===== src/rtl/cvt_pkg.sv =====
package cvt_pkg;

  // Field placement inside configuration register 0
  localparam int unsigned RATE_LSB = 0;
  localparam int unsigned CONT_POS = 2;

  // Conversion length in modulator cycles for a rate index
  function automatic int unsigned period_cycles(input int unsigned unit,
                                                input int unsigned rate);
    return unit * (rate + 2);
  endfunction

endpackage


===== src/rtl/cvt_cfg_bank.sv =====
module cvt_cfg_bank #(
  parameter int unsigned DW     = 8,
  parameter int unsigned NREG   = 4,
  parameter int unsigned RATE_W = 2,
  parameter logic [DW-1:0] DEF0 = 8'h04
) (
  input  logic                    clk,
  input  logic                    rst,
  input  logic                    clr_i,
  input  logic                    we_i,
  input  logic [$clog2(NREG)-1:0] waddr_i,
  input  logic [DW-1:0]           wdata_i,
  input  logic [$clog2(NREG)-1:0] raddr_i,
  output logic [DW-1:0]           rdata_o,
  output logic [RATE_W-1:0]       rate_o,
  output logic                    cont_o
);
  localparam int unsigned AW = $clog2(NREG);

  logic [DW-1:0] regs [NREG];

  for (genvar g = 0; g < NREG; g++) begin : g_reg
    localparam logic [DW-1:0] DEFV = (g == 0) ? DEF0 : '0;
    always_ff @(posedge clk) begin
      if (rst || clr_i) begin
        regs[g] <= DEFV;
      end else if (we_i && (waddr_i == AW'(g))) begin
        regs[g] <= wdata_i;
      end
    end
  end

  always_ff @(posedge clk) begin
    rdata_o <= regs[raddr_i];
  end

  assign rate_o = regs[0][cvt_pkg::RATE_LSB +: RATE_W];
  assign cont_o = regs[0][cvt_pkg::CONT_POS];

  AST_CLR_DEFAULT: assert property (@(posedge clk) disable iff (rst)
    clr_i |=> (regs[0] == DEF0));
  AST_WRITE_STORES: assert property (@(posedge clk) disable iff (rst)
    (we_i && !clr_i) |=> (regs[$past(waddr_i)] == $past(wdata_i)));

endmodule


===== src/rtl/cvt_timer.sv =====
module cvt_timer #(
  parameter int unsigned RATE_W = 2,
  parameter int unsigned UNIT   = 16
) (
  input  logic              clk,
  input  logic              rst,
  input  logic              start_i,
  input  logic              stop_i,
  input  logic              restart_i,
  input  logic [RATE_W-1:0] rate_i,
  input  logic              cont_i,
  output logic              done_o,
  output logic              pre_o
);
  localparam int unsigned NRATE = 1 << RATE_W;
  localparam int unsigned PMAX  = UNIT * (NRATE + 1);
  localparam int unsigned CW    = $clog2(PMAX + 1);

  logic [CW-1:0] ptab [NRATE];
  logic [CW-1:0] period, last_c, pre_c, cnt;
  logic          running, once, hold;

  for (genvar g = 0; g < NRATE; g++) begin : g_rate
    assign ptab[g] = CW'(cvt_pkg::period_cycles(UNIT, g));
  end

  assign period = ptab[rate_i];
  assign last_c = period - CW'(1);
  assign pre_c  = period - CW'(3);
  assign hold   = stop_i | start_i | restart_i;
  assign done_o = running && !hold && (cnt == last_c);
  assign pre_o  = running && !hold && (cnt == pre_c);

  always_ff @(posedge clk) begin
    if (rst) begin
      running <= 1'b1;
      once    <= 1'b1;
      cnt     <= '0;
    end else if (stop_i) begin
      running <= 1'b0;
      once    <= 1'b0;
      cnt     <= '0;
    end else if (start_i) begin
      running <= 1'b1;
      once    <= 1'b0;
      cnt     <= '0;
    end else if (restart_i && running) begin
      cnt <= '0;
    end else if (running) begin
      if (cnt == last_c) begin
        cnt <= '0;
        if (!cont_i || once) begin
          running <= 1'b0;
          once    <= 1'b0;
        end
      end else begin
        cnt <= cnt + CW'(1);
      end
    end
  end

  AST_CNT_BOUND: assert property (@(posedge clk) disable iff (rst)
    running |-> (cnt < period));
  AST_STOP_HALTS: assert property (@(posedge clk) disable iff (rst)
    stop_i |=> !running);
  AST_START_ARMS: assert property (@(posedge clk) disable iff (rst)
    (start_i && !stop_i) |=> (running && cnt == '0));
  AST_SINGLE_ENDS: assert property (@(posedge clk) disable iff (rst)
    (done_o && !cont_i) |=> !running);

endmodule


===== src/rtl/cvt_rdy_ctl.sv =====
module cvt_rdy_ctl #(
  parameter int unsigned DW = 8
) (
  input  logic          clk,
  input  logic          rst,
  input  logic          stop_i,
  input  logic          done_i,
  input  logic          pre_i,
  input  logic          rd_i,
  output logic          drdy_n_o,
  output logic [DW-1:0] result_o
);
  always_ff @(posedge clk) begin
    if (rst) begin
      drdy_n_o <= 1'b1;
      result_o <= '0;
    end else if (stop_i) begin
      drdy_n_o <= 1'b1;
    end else if (done_i) begin
      drdy_n_o <= 1'b0;
      result_o <= result_o + DW'(1);
    end else if (pre_i || rd_i) begin
      drdy_n_o <= 1'b1;
    end
  end

  AST_RD_AT_DONE: assert property (@(posedge clk) disable iff (rst)
    (done_i && rd_i && !stop_i) |=> !drdy_n_o);
  AST_READ_RAISES: assert property (@(posedge clk) disable iff (rst)
    (rd_i && !done_i) |=> drdy_n_o);
  AST_RESULT_STEP: assert property (@(posedge clk) disable iff (rst)
    done_i |=> (result_o == $past(result_o) + DW'(1)));

endmodule


===== src/rtl/cvt_sequencer.sv =====
module cvt_sequencer #(
  parameter int unsigned DW     = 8,
  parameter int unsigned NREG   = 4,
  parameter int unsigned RATE_W = 2,
  parameter int unsigned UNIT   = 16,
  parameter logic [DW-1:0] DEF0 = 8'h04
) (
  input  logic                    clk,
  input  logic                    rst,
  input  logic                    cmd_start,
  input  logic                    cmd_reset,
  input  logic                    cmd_pdown,
  input  logic                    cfg_wr,
  input  logic [$clog2(NREG)-1:0] cfg_waddr,
  input  logic [DW-1:0]           cfg_wdata,
  input  logic [$clog2(NREG)-1:0] cfg_raddr,
  output logic [DW-1:0]           cfg_rdata,
  input  logic                    data_rd,
  output logic                    drdy_n,
  output logic [DW-1:0]           result
);
  logic [RATE_W-1:0] rate;
  logic              cont, stop, done, pre;

  assign stop = cmd_reset | cmd_pdown;

  cvt_cfg_bank #(.DW(DW), .NREG(NREG), .RATE_W(RATE_W), .DEF0(DEF0)) u_bank (
    .clk(clk), .rst(rst), .clr_i(cmd_reset),
    .we_i(cfg_wr), .waddr_i(cfg_waddr), .wdata_i(cfg_wdata),
    .raddr_i(cfg_raddr), .rdata_o(cfg_rdata),
    .rate_o(rate), .cont_o(cont)
  );

  cvt_timer #(.RATE_W(RATE_W), .UNIT(UNIT)) u_timer (
    .clk(clk), .rst(rst), .start_i(cmd_start), .stop_i(stop),
    .restart_i(cfg_wr), .rate_i(rate), .cont_i(cont),
    .done_o(done), .pre_o(pre)
  );

  cvt_rdy_ctl #(.DW(DW)) u_rdy (
    .clk(clk), .rst(rst), .stop_i(stop), .done_i(done), .pre_i(pre),
    .rd_i(data_rd), .drdy_n_o(drdy_n), .result_o(result)
  );

  AST_FALL_FROM_DONE: assert property (@(posedge clk) disable iff (rst)
    $fell(drdy_n) |-> $past(done));
  AST_STOP_RAISES: assert property (@(posedge clk) disable iff (rst)
    stop |=> drdy_n);

endmodule


===== config.mk =====
export PLATFORM = sky130hd
export DESIGN_NAME = cvt_sequencer
export DESIGN_NICKNAME = d
export VERILOG_FILES = /design/src/rtl/cvt_pkg.sv /design/src/rtl/cvt_cfg_bank.sv /design/src/rtl/cvt_timer.sv /design/src/rtl/cvt_rdy_ctl.sv /design/src/rtl/cvt_sequencer.sv
export SDC_FILE = /design/constraint.sdc
export NUM_CORES = 1
export LEC_CHECK = 0
export BUFFER_PORTS_ARGS = -buffer_cell sky130_fd_sc_hd__buf_2
export CAP_MARGIN = 15
export CORE_MARGIN = 10
export CORE_UTILIZATION = 49
export DETAILED_ROUTE_END_ITERATION = 10
export PLACE_DENSITY = 0.81
export SLEW_MARGIN = 20
export SYNTH_ARGS = -nofsm -noshare
export SYNTH_HDL_FRONTEND = slang
export SYNTH_SLANG_ARGS = --single-unit

===== constraint.sdc =====
create_clock -name clk -period 2.4 [get_ports clk]
set_input_delay 0.12 -clock clk [delete_from_list [all_inputs] [get_ports clk]]
set_output_delay 0.12 -clock clk [all_outputs]
set_load 0.03 [all_outputs]

After elaboration in Yosys (flattened, before gate mapping)
Memories as Yosys holds them, arrays and structs flattened. A register that Yosys moved wholly into a read port is not among the register bits. Index checks and enable logic that the tools add are counted.

Bits in registers: 18. Memories kept: 1. Output and inout port bits: 17. Logic and storage cells: 84. Memory bits (writable): 32. Input bits: 19.

Memory list: u_bank.regs (words 4, bits a word 8, read ports 2, clocked after Yosys merged registers in 1, wr ports 4, RTL line cvt_cfg_bank.sv:20) `logic [DW-1:0] regs [NREG];`.

Eq/ne operators: 6. Bitwise gates (word level): 9. Muxes and demuxes: 36. $lt $le $gt $ge: 1. Reduce and logical (&&, ||, !) cells: 22. Add/sub/neg operators: 4.

Operators by type and width (count): 2-to-1 mux 8 bit (4); 2-to-1 mux 1 bit (28); 2-to-1 mux 7 bit (3); binary-select mux 7 bit (select 2 bit) (1); == test 7 bit (2); nonzero test 3 bit (3); adder 8 x 1 -> 8 bit (second input constant) (1); logical AND 1 bit (8); adder 7 x 1 -> 7 bit (second input constant) (1); OR 1 bit (7); subtractor 7 x 1 -> 7 bit (second input constant) (1); subtractor 7 x 2 -> 7 bit (second input constant) (1); == test 2 bit (second input constant) (2); AND reduction 4 bit (1); OR reduction 4 bit (1); greater-or-equal comparator 3 bit (second input constant) (1); logical OR 1 bit (3); inequality test 3 x 2 -> 1 bit (second input constant) (1); NOT 2 -> 3 bit (1); == test 2 x 1 -> 1 bit (second input constant) (1); zero test 1 bit (2); zero test 2 bit (1); AND reduction 2 bit (1); nonzero test 2 bit (1); other kinds (2) (2).

Depth between registers and ports, before layout
Gate-level depths: netlist of the first run. An unclocked memory read counts as a cell.

Depth after elaboration: 12. Mapped depth: 5. Gate-level depth less buffers: 5.

Cells and area by module
Synthesis of the first run repeated with hierarchy kept, for this count alone.

Cells, all modules: 213. Area, all modules: 2572.5 µm².

By module, submodules not included: cvt_cfg_bank (times used 1, cells an instance 107, area each 1664.1 µm²); cvt_timer (times used 1, cells an instance 62, area each 508.0 µm²); cvt_rdy_ctl (times used 1, cells an instance 43, area each 394.1 µm²); cvt_sequencer (times used 1, cells an instance 1, area each 6.3 µm²).

Worst setup path after synthesis of the first run
Ideal clock, no wire load.

Path type: register -> register. Start: mem u_bank.regs[0][0]. End: reg u_rdy.result_o[5]. Cell stages (with the launch flop): 6. Arrival: 1.792 ns. Required time: 2.330 ns. Slack: 0.538 ns. Path through: edfxtp_1 ha_1 xnor2_2 nand4_2 or4_1 a21oi_1.

RTL lines: start: declaration (RTL line cvt_cfg_bank.sv:20); end signal: assignment (RTL line cvt_rdy_ctl.sv:21) `result_o <= result_o + DW'(1);`; end: declaration (RTL line cvt_rdy_ctl.sv:11) `output logic [DW-1:0] result_o`.

==> results.py, run 1 <==
metrics = {
    "pwr": {
        "powerDensity_mw_per_mm2": 748,
        "power_frac_seq": 0.488,
        "p_leak_nw": 1.19,
        "pwr-share-clk": 0.445,
        "p_comb_frac": 0.067,
        "p_int_mw": 1.75,
        "power.switching_uw": 536,
        "p_sw_frac": 0.234,
        "ir_drop_uv": 489,
    },
    "clocking": {
        "cts-root-buf": "clkbuf_8",
        "hold_buffers": 0,
        "numCtsBuffers": 9,
        "cts_setup_buffers": 0,
        "path_clk_slew_ps": 70,
        "h-tree-depth": 3,
        "cts_tree": "yes",
        "postCtsResizedCells": 0,
        "cts.path.max_buffers": 2,
        "clk_latency_ps": 340,
        "cts.sinks": 58,
    },
    "final_layout": {
        "n_antenna_cell": 0,
        "final_cells": 328,
        "nets": 276,
        "drive_above_1_share": 0.271,
        "seqCellArea_mm2": 0.00148,
        "area_growth_pct": 19.5,
        "nFillCells": 426,
        "multi_input_area_mm2": 0.00104,
    },
    "routing": {
        "drtAntennaViolNets": 0,
        "vias": 1751,
        "wl_per_cell_um": 15.4,
        "drt_pass1_iterations": 4,
        "vias_per_cell": 5.34,
        "drt-initial-drc-count": 121,
        "wl_um": 5060,
        "drc": 0,
    },
    "synthesis": {
        "synth_nets": 231,
        "synth_seq_cells": 58,
        "yosysSeqAreaShare": 0.580,
        "ys_types": 36,
        "synth_common_cells": "and2_1 (33), edfxtp_1 (32), dfxtp_1 (26)",
        "async_flop_share": 0,
        "synth_warnings": 0,
        "yosys-top-cells-area": "edfxtp_1 (38%), dfxtp_1 (20%), and2_1 (8.1%)",
        "synth_cells": 208,
        "synthesis.area_mm2": 0.00256,
        "synth-edff-count": 32,
        "synth_ff_type": "edfxtp_1",
        "yosysTopAreaCellShare": 0.376,
        "synth.most_common_cell": "and2_1",
        "yosysTopAreaCell": "edfxtp_1",
        "synth_area_per_cell_um2": 12.3,
    },
    "sta": {
        "final-setup-viol-count": 0,
        "rsz0062_at_grt": "false",
        "tightestPinTransition_ps": 524,
        "layout_min_cycle_time_ps": 2030,
        "fmax_mhz": 492,
        "fin_skew_ps": 6.25,
        "tns_ps": 0,
        "maxSlewViolCount": 0,
        "slew-limit-headroom": 0.649,
        "hold_viol": 0,
        "fin_crit_sh": 0.847,
    },
    "global_routing": {
        "grt_pass1_vias": 1751,
        "track_usage": 0.125,
        "antenna_found_initial": 0,
        "overflow": 0,
        "grt_pass1_wl_um": 8310,
        "grt_max_degree": 14,
    },
    "worst_setup_path": {
        "worstSetupPathType": "reg -> reg",
        "crit_path_end": "u_rdy.result_o[5]$_SDFFE_PP0P_",
        "regToRegSetupSlack_ps": 370,
        "ff2ff_path_depth": 5,
        "cp_data_arrival_time_ps": 2300,
        "critPathLaunch": "u_bank.regs[0][0]$_SDFFCE_PN0P_",
        "crit_path_end_kind": "flop",
        "required_ps": 2670,
        "cp_max_fo": 7,
        "cp-start-kind": "flop",
        "r2r-end": "u_rdy.result_o[5]$_SDFFE_PP0P_",
        "r2r-start": "u_bank.regs[0][0]$_SDFFCE_PN0P_",
    },
    "floorplanning": {
        "core-area_mm2": 0.00507,
        "die_x_um": 92.2,
        "dieArea_mm2": 0.00851,
        "die_h_um": 92.2,
        "rows": 26,
        "ios": 36,
        "start_util": 0.504,
    },
    "placement": {
        "dp.final_hpwl_um": 3610,
        "gp_congestion": 0.790,
        "placed_cells": 312,
        "io_buffer_count": 35,
    },
    "worst_hold_path": {
        "min_from": "data_rd",
        "hold_path.class": "in -> reg",
    },
    "outcome": {
        "status": "complete, no violations",
    },
    "flow_run": {
        "drv_cap": 0,
    },
}
critical path: stages (launching register included):
cell	delay, ps
edfxtp_1	450
ha_1	360
xnor2_2	240
nand4_2	210
or4_1	540
a21oi_1	170
layout by cell type (no fill, tap or decap), drive strengths merged, types with 2 or more instances in the layout:
master    instances
buf              39
and2             33
edfxtp           32
dfxtp            26
nand2            13
nor2             11
a21oi            11
clkbuf            9
mux4              8
nand4             8
o21ai             6
inv               6
nand3             5
o31ai             5
or4               5
ha                4
xor2              4
xnor2             4
nand3b            3
or3               3
nor3              3
nand2b            3
and4              2
and3              2
nor3b             2
bufinv            2
clkinvlp          2
per-stage QoR:
stage | hold WS (ps) | area, µm² | util | total power, mW | setup WS [ps]
2_1_floorplan | 251 | 2560 | - | 1.23 | 538
3_3_place_gp | 375 | 2830 | 0.557 | 1.29 | 445
3_5_place_dp | 379 | 2830 | 0.557 | 1.29 | 374
4_1_cts | 14.4 | 3050 | 0.602 | 2.30 | 340
5_1_grt | 63.9 | 3050 | 0.602 | 2.36 | 208
6_report | 36.3 | 3050 | 0.602 | 2.28 | 367
how the worst min path moves through the flow:
| stage | slack [ps] | to | depth (start not counted) |
|---|---|---|---|
| floorplan | 250 | u_rdy.drdy_n_o$_SDFFE_PP1P_ | 2 |
| global placement | 380 | u_rdy.drdy_n_o$_SDFFE_PP1P_ | 3 |
| detailed placement | 380 | u_rdy.drdy_n_o$_SDFFE_PP1P_ | 3 |
| CTS | 10 | u_rdy.drdy_n_o$_SDFFE_PP1P_ | 3 |
| global route | 60 | u_rdy.drdy_n_o$_SDFFE_PP1P_ | 3 |
| finish | 40 | u_rdy.drdy_n_o$_SDFFE_PP1P_ | 3 |
cell type report:
type | instances | area share
inverter | 4 | 0.00492
sequential | 58 | 0.485
clock buffer | 9 | 0.0406
timing repair buffer | 39 | 0.0672
clock inverter | 7 | 0.0332
multi-input combinational | 141 | 0.340
tap | 70 | 0.0287
kinds of logic after synthesis:
kind of cell,Yosys count,share of synthesized area
compound gates,26,0.0612
buf+inv,9,0.0137
fa+ha+maj,4,0.0196
flops,58,0.580
mux,8,0.0705
simple gates,95,0.219
xor+xnor,8,0.0362
layer usage:
| layer | part of all wire | vias up | GRT usage |
|---|---|---|---|
| met2 | 0.52 | 36 | 0.211 |
| met1 | 0.42 | 840 | 0.134 |
| met3 | 0.050 | 9 | 0.0587 |
| met4 | 0.014 | 0 | 0.0463 |
| met5 | 0 | - | 0 |
| li1 | - | 866 | - |
sequential cells by signal, summed over array words and instances (netlist names):
signal,cells
u_timer.running,1
u_bank.rdata_o,8
u_rdy.result_o,8
u_timer.once,1
u_timer.cnt,7
u_rdy.drdy_n_o,1
u_bank.regs,32
power groups by stage:
stage          Clock [mW]  Combinational [mW]  Sequential, mW
3_3_place_gp            0               0.152            1.13
4_1_cts              1.03               0.155            1.11
2_1_floorplan           0              0.0727            1.16
6_report             1.02               0.153            1.11
5_1_grt              1.07               0.167            1.12
3_5_place_dp            0               0.155            1.14
Note: power is estimated with default switching activity, not from simulation.
==> run 2: changes to the inputs <==
==> constraint.sdc (replaced) <==
create_clock -name clk -period 2 [get_ports clk]
set_input_delay 0.1 -clock clk [delete_from_list [all_inputs] [get_ports clk]]
set_output_delay 0.1 -clock clk [all_outputs]
set_load 0.03 [all_outputs]
==> run 2 against run 1 <==
Die area unchanged. Sequential share of layout area decreased by 1.2 points. Count of clock-buffer cells in the layout increased by 1. Non-clock buffer count grew 5. Clock skew is 3.7 ps higher. Worst setup slack worse by 220 ps. Power up 18%. Critical endpoint is now u_rdy.result_o[6]$_SDFFE_PP0P_.
==> results.py, run 2 (synthesis gave the netlist of run 1 again) <==
metrics = {
    "outcome": {
        "status": "complete, no violations",
    },
    "sta": {
        "slew-limit-headroom": 0.610,
        "fin_skew_ps": 9.95,
        "layout_min_cycle_time_ps": 1850,
        "maxSlewViolCount": 0,
        "fmax_mhz": 540,
        "tightestPinTransition_ps": 581,
        "final-setup-viol-count": 0,
        "rsz0062_at_grt": "false",
        "fin_crit_sh": 0.927,
        "tns_ps": 0,
        "hold_viol": 0,
    },
    "worst_setup_path": {
        "required_ps": 2270,
        "cp-start-kind": "flop",
        "r2r-start": "u_bank.regs[0][0]$_SDFFCE_PN0P_",
        "r2r-end": "u_rdy.result_o[6]$_SDFFE_PP0P_",
        "critPathLaunch": "u_bank.regs[0][0]$_SDFFCE_PN0P_",
        "cp_max_fo": 7,
        "worstSetupPathType": "reg -> reg",
        "crit_path_end": "u_rdy.result_o[6]$_SDFFE_PP0P_",
        "ff2ff_path_depth": 5,
        "cp_data_arrival_time_ps": 2120,
        "regToRegSetupSlack_ps": 150,
        "crit_path_end_kind": "flop",
    },
    "global_routing": {
        "track_usage": 0.130,
        "grt_max_degree": 13,
        "grt_pass1_vias": 1819,
        "grt_pass1_wl_um": 8680,
        "antenna_found_initial": 0,
        "overflow": 0,
    },
    "pwr": {
        "ir_drop_uv": 544,
        "power.total_mw": 2.69,
        "powerDensity_mw_per_mm2": 860,
        "p_leak_nw": 1.19,
    },
    "final_layout": {
        "final_common_cell": "buf_2",
        "top_register": "u_bank.regs",
        "top_regs": "u_bank.regs: 32 flops, u_bank.rdata_o: 8 flops, u_rdy.result_o: 8 flops",
        "layout_common_cells": "buf_2 (35), and2_1 (33), edfxtp_1 (32)",
        "area_growth_pct": 22.4,
        "drive_above_1_share": 0.285,
        "n_antenna_cell": 0,
        "multi_input_area_mm2": 0.00109,
        "largest_reg_flops": 32,
        "nets": 281,
        "seqCellArea_mm2": 0.00148,
        "nFillCells": 421,
    },
    "routing": {
        "drc": 0,
        "vias_per_cell": 5.34,
        "drt-initial-drc-count": 99,
        "vias": 1777,
        "drtAntennaViolNets": 0,
        "wl_per_cell_um": 15.5,
        "wl_um": 5170,
        "drt_pass1_iterations": 4,
    },
    "clocking": {
        "cts_tree": "yes",
        "cts-root-buf": "clkbuf_8",
        "cts.sinks": 58,
        "clk_latency_ps": 340,
        "cts.path.max_buffers": 2,
        "hold_buffers": 0,
        "numCtsBuffers": 9,
        "path_clk_slew_ps": 60,
        "h-tree-depth": 3,
    },
    "floorplanning": {
        "start_util": 0.504,
        "die_x_um": 92.2,
        "ios": 36,
        "rows": 26,
        "die_h_um": 92.2,
        "dieArea_mm2": 0.00851,
        "core-area_mm2": 0.00507,
    },
    "worst_hold_path": {
        "hold_path.class": "in -> reg",
        "worstHoldPathCells": 3,
    },
    "placement": {
        "dp.final_hpwl_um": 3690,
        "io_buffer_count": 35,
        "gp_congestion": 0.820,
    },
    "flow_run": {
        "drv_cap": 0,
    },
}
==> run 2: cell count changes in the layout (fill, tap and decap cells not counted), sizes merged <==
cell and delta:
clkinvlp -1, clkbuf +1, buf +5, clkinv +2, inv -2
==> run 2: metal layers <==
| layer | global-route usage | wire length [µm] | vias to the layer above |
|---|---|---|---|
| met5 | 0 | 0 | - |
| met4 | 0.0527 | 85 | 0 |
| met3 | 0.0505 | 288 | 7 |
| met2 | 0.211 | 2590 | 46 |
| met1 | 0.150 | 2200 | 851 |
| li1 | - | - | 873 |
==> run 2: repair_timing <==
action	in CTS	in global routing
setup endpoints to repair	0	3
buffers inserted	0	0
resized for setup	0	5
==> run 2: layout make-up <==
| type | instances | share of cell area |
|---|---|---|
| repair buffers | 44 | 0.0776 |
| inverters | 4 | 0.00480 |
| flip-flops and latches | 58 | 0.473 |
| clock buffers | 10 | 0.0408 |
| clock inverters | 6 | 0.0264 |
| multi-input cells | 141 | 0.349 |
| well taps | 70 | 0.0280 |
==> run 2: metrics by stage <==
step	setup slack (ps)	utilization	instance area (µm²)	hold slack, ps	std cells
2_1_floorplan	138	-	2560	231	208
3_3_place_gp	112	0.565	2870	352	317
6_report	147	0.617	3130	19.7	333
3_5_place_dp	69.7	0.565	2870	360	317
5_1_grt	20.6	0.617	3130	12.4	333
4_1_cts	51.0	0.606	3080	10.8	333
==> run 2: how the worst min path moves through the flow <==
| stage | startpoint | end | slack, ps |
|---|---|---|---|
| floorplan | rst | u_rdy.drdy_n_o$_SDFFE_PP1P_ | 230 |
| global placement | data_rd | u_rdy.drdy_n_o$_SDFFE_PP1P_ | 350 |
| detailed placement | data_rd | u_rdy.drdy_n_o$_SDFFE_PP1P_ | 360 |
| CTS | data_rd | u_rdy.drdy_n_o$_SDFFE_PP1P_ | 10 |
| global route | data_rd | u_rdy.drdy_n_o$_SDFFE_PP1P_ | 10 |
| finish | data_rd | u_rdy.drdy_n_o$_SDFFE_PP1P_ | 20 |
==> run 2: critical path, cell delays in order, from the launching register on <==
cell	delay (ps)
edfxtp_1	430
ha_4	280
xnor2_4	250
nand4_4	160
or4_1	530
a21oi_1	140
==> run 2: power by group <==
part	leakage, nW	internal, mW	total, mW	switching [mW]
sequential	0.564	1.32	1.34	0.0203
clock	0.106	0.695	1.15	0.459
combinational	0.516	0.0827	0.202	0.120
total	1.19	2.09	2.69	0.599
